**src/rtl/rseq_pkg.sv**
```systemverilog
package rseq_pkg;

  typedef enum logic [2:0] {
    ST_IDLE   = 3'd0,
    ST_RAMP   = 3'd1,
    ST_SETTLE = 3'd2,
    ST_RUN    = 3'd3,
    ST_DOWN   = 3'd4
  } seq_st_t;

  // Count has reached the final value of a window of length lim.
  function automatic logic at_limit(input logic [31:0] cnt, input logic [31:0] lim);
    return cnt == (lim - 32'd1);
  endfunction

endpackage

```
**src/rtl/rseq_streak.sv**
```systemverilog
// Counts consecutive cycles of cond; done marks the LIM-th one.
module rseq_streak #(
  parameter int LIM = 16
) (
  input  logic clk,
  input  logic rst_n,
  input  logic cond,
  output logic done
);
  localparam int W = (LIM < 2) ? 1 : $clog2(LIM + 1);

  logic [W-1:0] cnt;

  assign done = cond && rseq_pkg::at_limit(32'(cnt), 32'(LIM));

  always_ff @(posedge clk or negedge rst_n) begin
    if (!rst_n)     cnt <= '0;
    else if (!cond) cnt <= '0;
    else if (!done) cnt <= cnt + 1'b1;
  end
endmodule

```
**src/rtl/rseq_watchdog.sv**
```systemverilog
// Flags a step that waits LIM cycles without advancing.
module rseq_watchdog #(
  parameter int LIM = 64
) (
  input  logic clk,
  input  logic rst_n,
  input  logic waiting,
  input  logic advance,
  output logic stall
);
  localparam int W = (LIM < 2) ? 1 : $clog2(LIM + 1);

  logic [W-1:0] cnt;
  logic         expire;

  assign expire = rseq_pkg::at_limit(32'(cnt), 32'(LIM));

  always_ff @(posedge clk or negedge rst_n) begin
    if (!rst_n) begin
      cnt   <= '0;
      stall <= 1'b0;
    end else if (!waiting || advance) begin
      cnt   <= '0;
      stall <= 1'b0;
    end else if (expire) begin
      stall <= 1'b1;
    end else begin
      cnt <= cnt + 1'b1;
    end
  end
endmodule

```
**src/rtl/rail_sequencer.sv**
```systemverilog
module rail_sequencer #(
  parameter int NRAIL      = 4,
  parameter int STABLE_CYC = 10000,
  parameter int SETTLE_CYC = 160000,
  parameter int WDOG_CYC   = 65535,
  parameter bit WDOG_EN    = 1'b1
) (
  input  logic             clk,
  input  logic             rst_n,
  input  logic [NRAIL-1:0] uv_ok,
  input  logic             en_req,
  input  logic             kill_in_n,
  input  logic [NRAIL-1:0] gate_full,
  input  logic [NRAIL-1:0] gate_low,
  output logic [NRAIL-1:0] rail_en,
  output logic             sys_hold_n,
  output logic             kill_out_n,
  output logic             stall
);
  import rseq_pkg::*;

  localparam int IW = (NRAIL < 2) ? 1 : $clog2(NRAIL);
  localparam logic [IW-1:0] LAST = IW'(NRAIL - 1);

  seq_st_t          st;
  logic [IW-1:0]    idx;
  logic [NRAIL-1:0] mask;
  logic             uv_trip;

  // Named events
  logic qual, uv_bad, active, force_off;
  logic start_go, settle_done, up_adv, dn_adv, stop_req;
  logic waiting, advance;

  assign uv_bad    = !(&uv_ok);
  assign qual      = !uv_bad && en_req && kill_in_n;
  assign active    = (st != ST_IDLE);
  assign force_off = !kill_in_n || (active && uv_bad);
  assign up_adv    = (st == ST_RAMP) && gate_full[idx];
  assign dn_adv    = (st == ST_DOWN) && gate_low[idx];
  assign stop_req  = !en_req && ((st == ST_RAMP) || (st == ST_SETTLE) || (st == ST_RUN));
  assign waiting   = (st == ST_RAMP) || (st == ST_DOWN);
  assign advance   = up_adv || dn_adv || stop_req || force_off;

  rseq_streak #(.LIM(STABLE_CYC)) i_qual (
    .clk(clk), .rst_n(rst_n), .cond(qual && (st == ST_IDLE)), .done(start_go)
  );

  rseq_streak #(.LIM(SETTLE_CYC)) i_settle (
    .clk(clk), .rst_n(rst_n), .cond(st == ST_SETTLE), .done(settle_done)
  );

  always_ff @(posedge clk or negedge rst_n) begin
    if (!rst_n) begin
      st   <= ST_IDLE;
      idx  <= '0;
      mask <= '0;
    end else if (force_off) begin
      st   <= ST_IDLE;
      idx  <= '0;
      mask <= '0;
    end else begin
      unique case (st)
        ST_IDLE: if (start_go) begin
          st      <= ST_RAMP;
          idx     <= '0;
          mask    <= '0;
          mask[0] <= 1'b1;
        end
        ST_RAMP: if (stop_req) begin
          st        <= ST_DOWN;
          mask[idx] <= 1'b0;
        end else if (up_adv) begin
          if (idx == LAST) st <= ST_SETTLE;
          else begin
            idx                <= idx + 1'b1;
            mask[idx + 1'b1]   <= 1'b1;
          end
        end
        ST_SETTLE: if (stop_req) begin
          st        <= ST_DOWN;
          mask[idx] <= 1'b0;
        end else if (settle_done) st <= ST_RUN;
        ST_RUN: if (stop_req) begin
          st        <= ST_DOWN;
          mask[idx] <= 1'b0;
        end
        ST_DOWN: if (dn_adv) begin
          if (idx == '0) st <= ST_IDLE;
          else begin
            idx              <= idx - 1'b1;
            mask[idx - 1'b1] <= 1'b0;
          end
        end
        default: st <= ST_IDLE;
      endcase
    end
  end

  // Kill drive: set by an active-sequence undervoltage, held until all good.
  always_ff @(posedge clk or negedge rst_n) begin
    if (!rst_n)       uv_trip <= 1'b0;
    else if (!uv_bad) uv_trip <= 1'b0;
    else if (active)  uv_trip <= 1'b1;
  end

  generate
    if (WDOG_EN) begin : g_wdog
      rseq_watchdog #(.LIM(WDOG_CYC)) i_wdog (
        .clk(clk), .rst_n(rst_n), .waiting(waiting), .advance(advance), .stall(stall)
      );
    end else begin : g_nowdog
      assign stall = 1'b0;
    end
  endgenerate

  assign rail_en    = mask;
  assign sys_hold_n = (st == ST_RUN);
  assign kill_out_n = !uv_trip;
endmodule

```
**config.mk**
```make
export PLATFORM = sky130hd
export DESIGN_NAME = rail_sequencer
export DESIGN_NICKNAME = d
export VERILOG_FILES = /design/src/rtl/rseq_pkg.sv /design/src/rtl/rseq_streak.sv /design/src/rtl/rseq_watchdog.sv /design/src/rtl/rail_sequencer.sv
export SDC_FILE = /design/constraint.sdc
export NUM_CORES = 1
export LEC_CHECK = 0
export ABC_AREA = 1
export BUFFER_PORTS_ARGS = -buffer_cell sky130_fd_sc_hd__buf_2
export CORE_AREA = 3 3 83 85
export CTS_CLUSTER_DIAMETER = 60
export DETAILED_ROUTE_END_ITERATION = 8
export DIE_AREA = 0 0 86 88
export MAX_ROUTING_LAYER = met4
export PLACE_DENSITY = 0.76
export SETUP_SLACK_MARGIN = 0.05
export SYNTH_ARGS = -nofsm -noshare
export SYNTH_HDL_FRONTEND = slang
export SYNTH_SLANG_ARGS = --single-unit
```
**constraint.sdc**
```tcl
create_clock -name clk -period 2.22 [get_ports clk]
set_input_delay 0.444 -clock clk [delete_from_list [all_inputs] [get_ports clk]]
set_output_delay 0.444 -clock clk [all_outputs]
set_load 0.005 [all_outputs]
```
# Word level (Yosys, flattened, before mapping)
# Index checks and enable logic that the tools add are counted.
# word_totals
ff_bits	59
output_inout_bits	7
# classes
n_mux	48
bitwise_logic	5
addsub	5
eq_ne	24
magnitude_cmp	6
n_reduce_logical	37
# ops
operator	n
18-bit 2-to-1 mux	2
16-bit 2-to-1 mux	2
4-bit 2-to-1 mux	8
3-bit 2-to-1 mux	10
14-bit 2-to-1 mux	2
7-bit AND reduction	3
18-bit by 1-bit adder with 18-bit output (second input constant)	1
18-bit equality test (second input constant)	1
16-bit by 1-bit adder with 16-bit output (second input constant)	1
16-bit equality test (second input constant)	1
4-bit one-hot mux with 4 select lines	1
3-bit inequality test (second input constant)	5
3-bit one-hot mux with 5 select lines	1
14-bit by 1-bit adder with 14-bit output (second input constant)	1
14-bit equality test (second input constant)	1
2-bit 2-to-1 mux	7
1-bit logical AND	12
4-bit inequality test (second input constant)	3
2-bit by 3-bit < comparator with 1-bit output (second input constant)	3
1-bit 2-to-1 mux	9
4-bit AND	2
1-bit logical OR	8
4-bit NOT	2
1-bit demux with 2-bit select	3
other kinds (23)	36

# Longest topological paths before layout
# Gate-level depths: netlist of run 1.
# depth
depth_word	11
depth_mapped	12
depth_no_buf	12

# Hierarchy
# Synthesis of run 1 repeated with hierarchy kept, for this count alone.
# unflattened
cells_unflattened	604
area_unflattened_um2	4180.3
# modules_own_cells
mod	seq_area_each_um2	n_inst	area_each_um2	cells_each
rseq_streak at i_settle	450.4	1	1112.3	158
rail_sequencer	250.2	1	1083.5	180
rseq_watchdog	425.4	1	1072.3	139
rseq_streak at i_qual	350.3	1	912.1	127

# Least setup slack after synthesis of run 1
# Ideal clock, no wire load.
# synth_path
path_type	register to register
startpoint	register i_qual.cnt[0]
endpoint	register st[1]
path_buffers	0
stages_incl_launch_ff	13
t_arrival_ps	1453
t_required_ps	2103
slack_ps	650
period_less_slack_ps	1570
path_cell_list	dfrtp_1 > ha_1 > nand2_1 > nor2_1 > nand2_1 > nor2_1 > nand2_1 > nand2_2 > nand2_2 > nor2_4 > nand2_2 > nand2_1 > nand2_1
# synth_between
elab_chain_cells	4
# synth_lines
item	line_no	text
start, declared	rseq_streak.sv:12	logic [W-1:0] cnt;
start signal, assigned	rseq_streak.sv:19	else if (!done) cnt <= cnt + 1'b1;
14-bit equality test	rseq_pkg.sv:13	return cnt == (lim - 32'd1);
1-bit logical AND	rseq_streak.sv:14	assign done = cond && rseq_pkg::at_limit(32'(cnt), 32'(LIM));
3-bit by 2-bit inequality test with 1-bit output (no line)	--	
7-bit AND reduction (no line)	--	
end signal, assigned	rail_sequencer.sv:55	st <= ST_IDLE;
end signal, assigned	rail_sequencer.sv:59	st <= ST_IDLE;
end signal, assigned	rail_sequencer.sv:65	st <= ST_RAMP;
end, declared	rail_sequencer.sv:25	seq_st_t st;
# Every way passes these cells.
# A chain may end at the register's enable or synchronous reset.

# Worst setup path in the final report of run 1
# layout_path
startpoint	register st[2]
endpoint	output port sys_hold_n
# layout_between
elab_chain_cells	1
# layout_lines
item	line_no	text
3-bit by 2-bit equality test with 1-bit output	rail_sequencer.sv:118	assign sys_hold_n = (st == ST_RUN);
end, declared	rail_sequencer.sv:16	output logic sys_hold_n,
# Every way passes these cells.

==> impl.org, run 1 <==
** Status
- The flow ran to the end, and the final reports show no timing, DRC or antenna violations.

** Job
- Max_cap viols :: 0

** STA
- Of the available clock period, the critical path in the final layout requires 86.76%.
- The max-slew violation total from the final report is 0.
- The worst path needs 1926 ps of the cycle, external delays included.
- Accumulated negative setup slack :: 0 ps
- For this run, the top clock speed supported by timing is 519.2 MHz.
- Headroom to the max-slew limit came out at 65.76%.
- Setup repair after global routing missed its margin :: false
- Final-layout worst hold slack :: 65.96 ps
- Slew at the pin closest to its max-slew limit :: 513.7 ps
- Setup-failing EPs final :: 0
- Clock skew on the completed layout was measured at 10.75 ps.
- The number of endpoints with negative hold slack in the final report was 0.

** Route
- Vias per Instance :: 5.480
- Number of DRC markers in iteration 0 :: 258
- Iteration count of the initial detailed-routing pass :: 5
- Detailed Route WL :: 8230 microns
- DRC violation count after routing :: 0
- Vias after detailed routing :: 3458
- Post-DR wirelength/cell :: 13.04 microns
- In this run the remaining antenna-violating nets after routing total 0.

** Global route
- Summed over all layers, the global routing overflow is 0.
- First-pass GRT wire length :: 14440 microns
- Antenna violations before repair :: 0
- All-Layer GR Usage :: 24.44%
- Pin count of the biggest net entering global routing :: 24
- Number of global-route vias before repair :: 3253

** Synthesis
- Proportion of netlist area held by the largest area contributor :: 39.45%
- Synthesis handed over a netlist of 514 instances.
- Counting flops and latches in the post-synthesis netlist gives 59.
- Of the synthesized area, sequential elements account for 39.45%.
- Post-Synthesis Mean Instance Area :: 7.281 sq um
- Sorting the synthesized cells by how often they occur yields 110 x sky130_fd_sc_hd__nand2_1, 81 x sky130_fd_sc_hd__inv_1, 59 x sky130_fd_sc_hd__dfrtp_1.
- Of all cell types, the one taking the most synthesized area is sky130_fd_sc_hd__dfrtp_1.
- Post-Syn Nets :: 538
- The most used flip-flop cell after synthesis is sky130_fd_sc_hd__dfrtp_1.
- Synth area leaders :: sky130_fd_sc_hd__dfrtp_1 39%, sky130_fd_sc_hd__nand2_1 11%, sky130_fd_sc_hd__inv_1 8.1%
- After synthesis the cells add up to 0.003742 sq mm.
- Yosys printed 0 warnings.
- In the post-synthesis netlist, the cell with the most instances is sky130_fd_sc_hd__nand2_1.
- After synthesis, the netlist uses 40 different library cells.
- Number of synthesized flops with an enable pin :: 0
- After synthesis, the share of flip-flops with an asynchronous set or reset is 100.0%.

** Critical path
- Path type of the worst setup path :: flop to output port
- Data arrival time at the worst-slack endpoint :: 1480 ps
- R2r startpoint :: i_settle.cnt[0]
- Endpoint of the lowest-slack register-to-register path :: st[1]
- R2r worst-path depth :: 12
- STA classifies the critical path endpoint as an output port.
- Kind of launch point of the worst setup path :: flop
- The critical path goes through inv_2, nand2_2, nor2_1, buf_2.
- In this design, the stage delay of the slowest critical-path cell is 480 ps.
- Largest fanout on the critical path :: 6
- Data on the critical path is required at its endpoint by 1780 ps.
- The slowest stage of the critical path belongs to the cell sky130_fd_sc_hd__dfrtp_1.
- The setup check on the worst reg-to-reg path leaves a slack of 310 ps.

** Floorplanning
- Total number of placement rows :: 29
- Placeable core area :: 0.006277 sq mm
- Initial standard-cell utilization of the core :: 59.62%
- The floorplan step set the die width to 86 microns.
- Io pins :: 23
- Full die area :: 0.007568 sq mm
- The die is 88 microns tall.

** Power and ir drop
- Power spread over the standard cell area amounts to 778.9 mW/mm^2.
- In this run the static leakage power is 1.944 nW.
- Max IR drop VDD :: 0.5219 mV

** CTS
- Number of buffers created by CTS :: 9
- CTS root buf :: sky130_fd_sc_hd__clkbuf_8
- Clock tree synthesis found a total of 59 sinks.
- Maximum buffer depth of the clock tree :: 2
- Clock-pin slew was measured on the worst setup and hold paths at 70 ps.
- TritonCTS built the clock tree.
- Cts hold-fix bufs :: 0
- Count of cells resized by post-cts repair :: 0
- Number of buffers inserted by post-CTS setup repair :: 0
- Later-pin clock latency in the skew report :: 340 ps
- CTS built an H-tree with a depth of 3.

** Finish
- Compared with the post-synthesis result, the final layout area differs by 11.63%.
- Cell Count, Final, Fillers Out :: 631
- The sequential cells in the finished layout cover a total of 0.001476 sq mm.
- After filler insertion, the fill cell instance count of the layout stands at 532.
- Fraction of layout instances using a drive strength above 1 :: 13.90%
- The number of antenna diodes in the final layout is 0.
- Summing all multi-input logic gate instances after layout gives 0.001929 sq mm.
- Net total in the final layout :: 573
- Measured on the finished design, the core utilization comes to 66.55%.

** Placement
- The number of placed instances, taps included, is 615.
- In this run the tool buffered the top-level ports with 22 buffer cells.
- The congestion estimate from routability-driven global placement came to 0.9612.
- Detailed placement finished with a half-perimeter wire length of 6169 microns.

** Min path
- Worst hold path type :: primary input to asynchronous set/reset pin
==> stage by stage <==
stage / instance area, sq um / setup WS, ps / total power, W
floorplan: 3742 / 650.1 / 0.001957
global placement: 3965 / 426.1 / 0.002201
detailed placement: 3965 / 329.5 / 0.002220
CTS: 4178 / 316.8 / 0.003259
global route: 4178 / 111.2 / 0.003459
finish: 4178 / 294.0 / 0.003254
==> layer usage <==
metal  track usage (%)  vias to the layer above  wire length [microns]
met3             4.704                       19                    502
met1             33.15                     1571                   3939
met4             9.640                        0                    160
met2             36.09                      117                   3627
li1                  -                     1751                      -
met5                 -                        -                      0
==> layout make-up <==
type	instances	area share, %
inverter	84	7.547
tap	77	2.306
multi-input combinational	368	46.18
timing repair buffer	27	3.534
clock buffer	11	3.624
sequential	59	35.34
clock inverter	5	1.468
==> cell usage in the layout (no fill, tap or decap), types with 4 or more instances in the layout <==
master / instances
sky130_fd_sc_hd__a21oi_1: 30
sky130_fd_sc_hd__a31oi_1: 6
sky130_fd_sc_hd__buf_2: 22
sky130_fd_sc_hd__buf_4: 5
sky130_fd_sc_hd__clkbuf_8: 11
sky130_fd_sc_hd__dfrtp_1: 59
sky130_fd_sc_hd__ha_1: 8
sky130_fd_sc_hd__inv_1: 81
sky130_fd_sc_hd__nand2_1: 110
sky130_fd_sc_hd__nand2_2: 11
sky130_fd_sc_hd__nand3_1: 41
sky130_fd_sc_hd__nand4_1: 15
sky130_fd_sc_hd__nor2_1: 48
sky130_fd_sc_hd__nor2_2: 4
sky130_fd_sc_hd__nor3_1: 23
sky130_fd_sc_hd__o21ai_0: 28
sky130_fd_sc_hd__xor2_1: 9
==> cells by family (layout without fill, tap and decap cells) <==
group | after synthesis | in the layout | synth area share (%)
AO/OA/AOI/OAI | 83 | 83 | 12.70
flip-flops | 59 | 59 | 39.45
adder cells (fa/ha/maj) | 8 | 8 | 2.675
XOR/XNOR | 10 | 10 | 2.341
AND/OR/NAND/NOR | 266 | 266 | 33.57
buffers and inverters | 87 | 127 | 8.994
multiplexers | 1 | 1 | 0.2675
==> flip-flops by register name, indices dropped and copies added, names as in the netlist <==
register             flops
i_settle.cnt            18
g_wdog.i_wdog.cnt       16
i_qual.cnt              14
rail_en                  4
st                       3
idx                      2
g_wdog.i_wdog.stall      1
uv_trip                  1
==> where the power goes <==
| part | leakage, nW | switching [W] | internal, W |
|---|---|---|---|
| clock | 0.0978 | 0.000459 | 0.000581 |
| combinational | 1.03 | 0.000657 | 0.000317 |
| sequential | 0.817 | 0.0000945 | 0.00114 |
==> worst max-delay path by stage <==
stage / from / to / slack [ps]
after global routing: i_settle.cnt[0] / st[1] / 110
final: st[2] / sys_hold_n / 290
after floorplan: i_qual.cnt[0] / st[1] / 650
after detailed placement: i_settle.cnt[0] / st[1] / 330
after global placement: st[1] / st[2] / 430
after CTS: st[1] / st[1] / 320
==> critical path, delay by kind of cell (launching register included) <==
kind                   cells  cell delay, ps
flip-flops                 1             480
buffers and inverters      2             320
AND/OR/NAND/NOR            2             330
Power figures use the tool's default switching activity.
==> inputs of run 2 (changes only) <==
--- a/config.mk
+++ b/config.mk
@@ -7,12 +7,13 @@
 export LEC_CHECK = 0
 export ABC_AREA = 1
 export BUFFER_PORTS_ARGS = -buffer_cell sky130_fd_sc_hd__buf_2
-export CORE_AREA = 3 3 83 85
+export CORE_AREA = 3 3 80 82
 export CTS_CLUSTER_DIAMETER = 60
 export DETAILED_ROUTE_END_ITERATION = 8
-export DIE_AREA = 0 0 86 88
+export DIE_AREA = 0 0 83 85
 export MAX_ROUTING_LAYER = met4
-export PLACE_DENSITY = 0.76
+export PLACE_DENSITY = 0.81
+export RECOVER_POWER = 100
 export SETUP_SLACK_MARGIN = 0.05
 export SYNTH_ARGS = -nofsm -noshare
 export SYNTH_HDL_FRONTEND = slang
==> constraint.sdc (replaced) <==
create_clock -name clk -period 2.3 [get_ports clk]
set_input_delay 0.46 -clock clk [delete_from_list [all_inputs] [get_ports clk]]
set_output_delay 0.46 -clock clk [all_outputs]
set_load 0.005 [all_outputs]
==> run 2 against run 1 <==
  * Critical path depth is 3 higher
  * Non-clock buffer count fell by 1
  * Sequential share of layout area rose by 0.19 points
  * Critical endpoint is now g_wdog.i_wdog.cnt[1]
  * Utilization up 4.9 points
  * Global-route usage is 1.7 points higher
  * Sequential power is essentially flat
  * First-iteration DRC count is 26% lower
  * Largest cell class unchanged
==> impl.org, run 2 (same netlist as run 1, synthesis figures left out) <==
** Floorplanning
- Initial standard-cell utilization of the core :: 64.35% (was 59.62%)
- Io pins :: 23 (unchanged)
- The floorplan core area came to 0.005816 sq mm (was 0.006277 sq mm).
- Height of the die :: 85 microns (was 88 microns)
- The die outline width came to 83 microns (was 86 microns).
- The total die area came to 0.007055 sq mm (was 0.007568 sq mm).
- The row count came to 28 (was 29).

** STA
- The relative slew slack is 2.257% (was 65.76%).
- The final number of setup-violating endpoints is 0 (unchanged).
- The final clock skew came to 11.78 ps (was 10.75 ps).
- For this run, the top clock speed supported by timing is 506.0 MHz.
- Final cycle utilization of the critical path :: 85.92%
- Accumulated negative setup slack :: 0 ps (unchanged)
- The final worst slack is 323.9 ps (was 294.0 ps).
- The transition at the pin with the smallest max-transition slack came to 1466 ps (was 513.7 ps).
- The number of endpoints with negative hold slack in the final report is 0 (unchanged).
- Setup repair after global routing missed its margin: false (unchanged).
- Max Transition Viols Final :: 0 (unchanged)
- The smallest clock period supported by the final layout is computed as 1976 ps.

** Critical path
- R2R Setup Slk :: 320 ps (was 310 ps)
- Cell class contributing the biggest share of worst-path delay :: simple AND/OR/NAND/NOR gates (was flip-flops)
- Worst path bufs/invs :: 0 (was 2)
- The reg-to-reg critical path endpoint was g_wdog.i_wdog.cnt[1] (was st[1]).
- The path depth of the worst reg2reg path is 7 (was 12).
- Worst setup EP type :: flop (was output port)
- The slowest stage cell on the critical path is sky130_fd_sc_hd__dfrtp_1 (unchanged).
- The biggest cell delay along the critical path was 500 ps (was 480 ps).
- Required arrival time at the worst endpoint :: 2570 ps (was 1780 ps)
- The nature of the critical path startpoint is a flop (unchanged).
- Largest fanout on the critical path :: 14 (was 6)
- Data arrival time at the worst-slack endpoint :: 2240 ps (was 1480 ps)
- Cells along the critical path: nor2_4, nand3_1, nand2_1, nand3_4, nand2_4, nand2_2, o21ai_1 (was inv_2, nand2_2, nor2_1, buf_2).
- The class of the most critical setup path is flop to flop (was flop to output port).
- R2r startpoint :: st[1] (was i_settle.cnt[0])

** Route
- The detail-routed via count per cell is 5.584 (was 5.480).
- The first-pass iteration count of the detailed router was 6 (was 5).
- The total wire length after detailed routing was 8300 microns (was 8230 microns).
- The routed length per placed instance was 13.22 microns (was 13.04 microns).
- The residual DRC count is 0 (unchanged).
- Final antenna-violating net count :: 0 (unchanged)
- Number of DRC markers in iteration 0 :: 190 (was 258)
- Vias after detailed routing :: 3507 (was 3458)

** Finish
- # fillers :: 497 (was 532)
- The post-route cell area was 0.004155 sq mm (was 0.004178 sq mm).
- Net total in the final layout :: 572 (was 573)
- Fraction of layout instances using a drive strength above 1 :: 11.75% (was 13.90%)
- The register name with the most flops was i_settle.cnt (unchanged).
- The diode insertion count for antenna repair came to 0 (unchanged).
- The most frequent standard cell in the layout excluding fill and tap cells was sky130_fd_sc_hd__nand2_1 (unchanged).
- The layout overhead on the synthesized area came to 11.03% (was 11.63%).
- Highest-count cells in the layout ignoring fill and taps: 112 x sky130_fd_sc_hd__nand2_1, 82 x sky130_fd_sc_hd__inv_1, 59 x sky130_fd_sc_hd__dfrtp_1 (was 110 x sky130_fd_sc_hd__nand2_1, 81 x sky130_fd_sc_hd__inv_1, 59 x sky130_fd_sc_hd__dfrtp_1).
- Largest registers ranked by flip-flop count :: i_settle.cnt (18), g_wdog.i_wdog.cnt (16), i_qual.cnt (14) (unchanged)
- The flip-flop count of the largest register, all copies and words added is 18 (unchanged).

** Power and ir drop
- The worst vdd rail ir drop was 0.5318 mV (was 0.5219 mV).
- The internal power was 0.002059 W (was 0.002043 W).
- Total power after layout :: 0.003216 W (was 0.003254 W)
- Power density normalized to cell area :: 773.9 mW/mm^2 (was 778.9 mW/mm^2)
- The combinational share of power came to 27.5% (was 30.0%).
- Relative contribution of sequential cells to total power :: 37.7% (was 38.1%)
- Relative contribution of the clock network to total power :: 34.8% (was 32.0%)
- The switching power share of the total was 35.98% (was 37.21%).
- Leakage power of the design :: 1.938 nW (was 1.944 nW)
- The net switching power of the design is 0.001157 W (was 0.001211 W).

** Global route
- First-pass GRT wire length :: 14760 microns (was 14440 microns)
- The via count of the first global-routing pass was 3400 (was 3253).
- Pin count of the biggest net entering global routing :: 29 (was 24)
- The number of antenna violations at the first check in global routing was 0 (unchanged).
- All-Layer GR Usage :: 26.12% (was 24.44%)
- Leftover overflow at the end of global routing :: 0 (unchanged)

** CTS
- Maximum buffer depth of the clock tree :: 2 (unchanged)
- Later-pin clock latency in the skew report :: 350 ps (was 340 ps)
- The deepest level of the CTS H-tree came to 3 (unchanged).
- Number of buffers inserted by post-CTS setup repair :: 0 (unchanged)
- The number of resized instances in the post-cts repair step was 0 (unchanged).
- The TritonCTS clock tree is built (unchanged).
- The number of buffers inserted for hold repair after clock tree synthesis was 0 (unchanged).
- CTS root buf :: sky130_fd_sc_hd__clkbuf_8 (unchanged)
- Number of buffers created by CTS :: 9 (unchanged)
- Clock-pin slew of the registers on the worst-case setup and hold paths :: 70 ps (about the same)
- The number of clock sinks seen by CTS came to 59 (unchanged).

** Min path
- Number of instances on the worst hold path :: 4
- Worst hold path startpoint :: uv_ok[3]
- The worst hold path terminates at uv_trip.
- Worst hold path type :: primary input to flop (was primary input to asynchronous set/reset pin)

** Job
- The number of maximum-capacitance constraint violations is 0 (unchanged).

** Placement
- The post-detailed-placement half-perimeter wirelength came to 6159 microns (was 6169 microns).
- Placer congestion estimate :: 0.9646 (was 0.9612)
- The setup slack at placement came to 404.2 ps (was 329.5 ps).
- Placed Instance Area :: 0.003955 sq mm (was 0.003965 sq mm)
- The port buffer count is 22 (unchanged).

** Status
- Status :: finished clean (unchanged)
[run 2: worst reg2reg max path, cell delays in order, from the launching register on]
cell and delay [ps]:
sky130_fd_sc_hd__dfrtp_1 500, sky130_fd_sc_hd__nor2_4 240, sky130_fd_sc_hd__nand3_1 180, sky130_fd_sc_hd__nand2_1 320
sky130_fd_sc_hd__nand3_4 150, sky130_fd_sc_hd__nand2_4 190, sky130_fd_sc_hd__nand2_2 170, sky130_fd_sc_hd__o21ai_1 160
[run 2: worst max-delay path by stage]
stage                  startpoint                    to  slack (ps)  depth (start not counted)
floorplan           i_qual.cnt[0]                 st[1]         730                         12
global placement            st[1]                 st[1]         460                         10
detailed placement          st[1]                 st[0]         400                         10
CTS                         st[2]            sys_hold_n         370                          4
global route                st[2]                 st[1]         110                          9
finish                      st[1]  g_wdog.i_wdog.cnt[1]         320                          7
[run 2: power by group through the flow]
stage          sequential (W)  combinational (W)  clock [W]
2_1_floorplan         0.00121           0.000681          0
3_3_place_gp          0.00122           0.000881          0
3_5_place_dp          0.00123           0.000902          0
4_1_cts               0.00121           0.000908    0.00114
5_1_grt               0.00122            0.00102    0.00118
6_report              0.00121           0.000884    0.00112
[run 2: area by class of cell]
class / count / area, sq um / share of cell area (%)
Timing Repair Buffer: 26 / 130.1 / 3.132
Tap cell: 75 / 93.84 / 2.258
Clock inverter: 5 / 85.08 / 2.048
Multi-Input combinational cell: 368 / 1903 / 45.80
Inverter: 84 / 315.3 / 7.588
Sequential cell: 59 / 1476 / 35.53
Clock buffer: 11 / 151.4 / 3.643
[run 2: layer usage]
metal  vias up  global-route usage [%]  wire, microns
li1       1761                       -              -
met1      1605                   34.13           3773
met2       123                   39.72           3834
met3        18                   5.340            530
met4         0                   11.29            161
met5         -                       -              0
[run 2: metrics by stage]
step	instances	hold slack (ps)	utilization (%)
CTS	628	142.4	72.07
finish	628	435.9	71.45
floorplan	514	164.4	-
global route	628	451.5	71.45
detailed placement	612	485.8	68.01
global placement	612	470.0	68.01
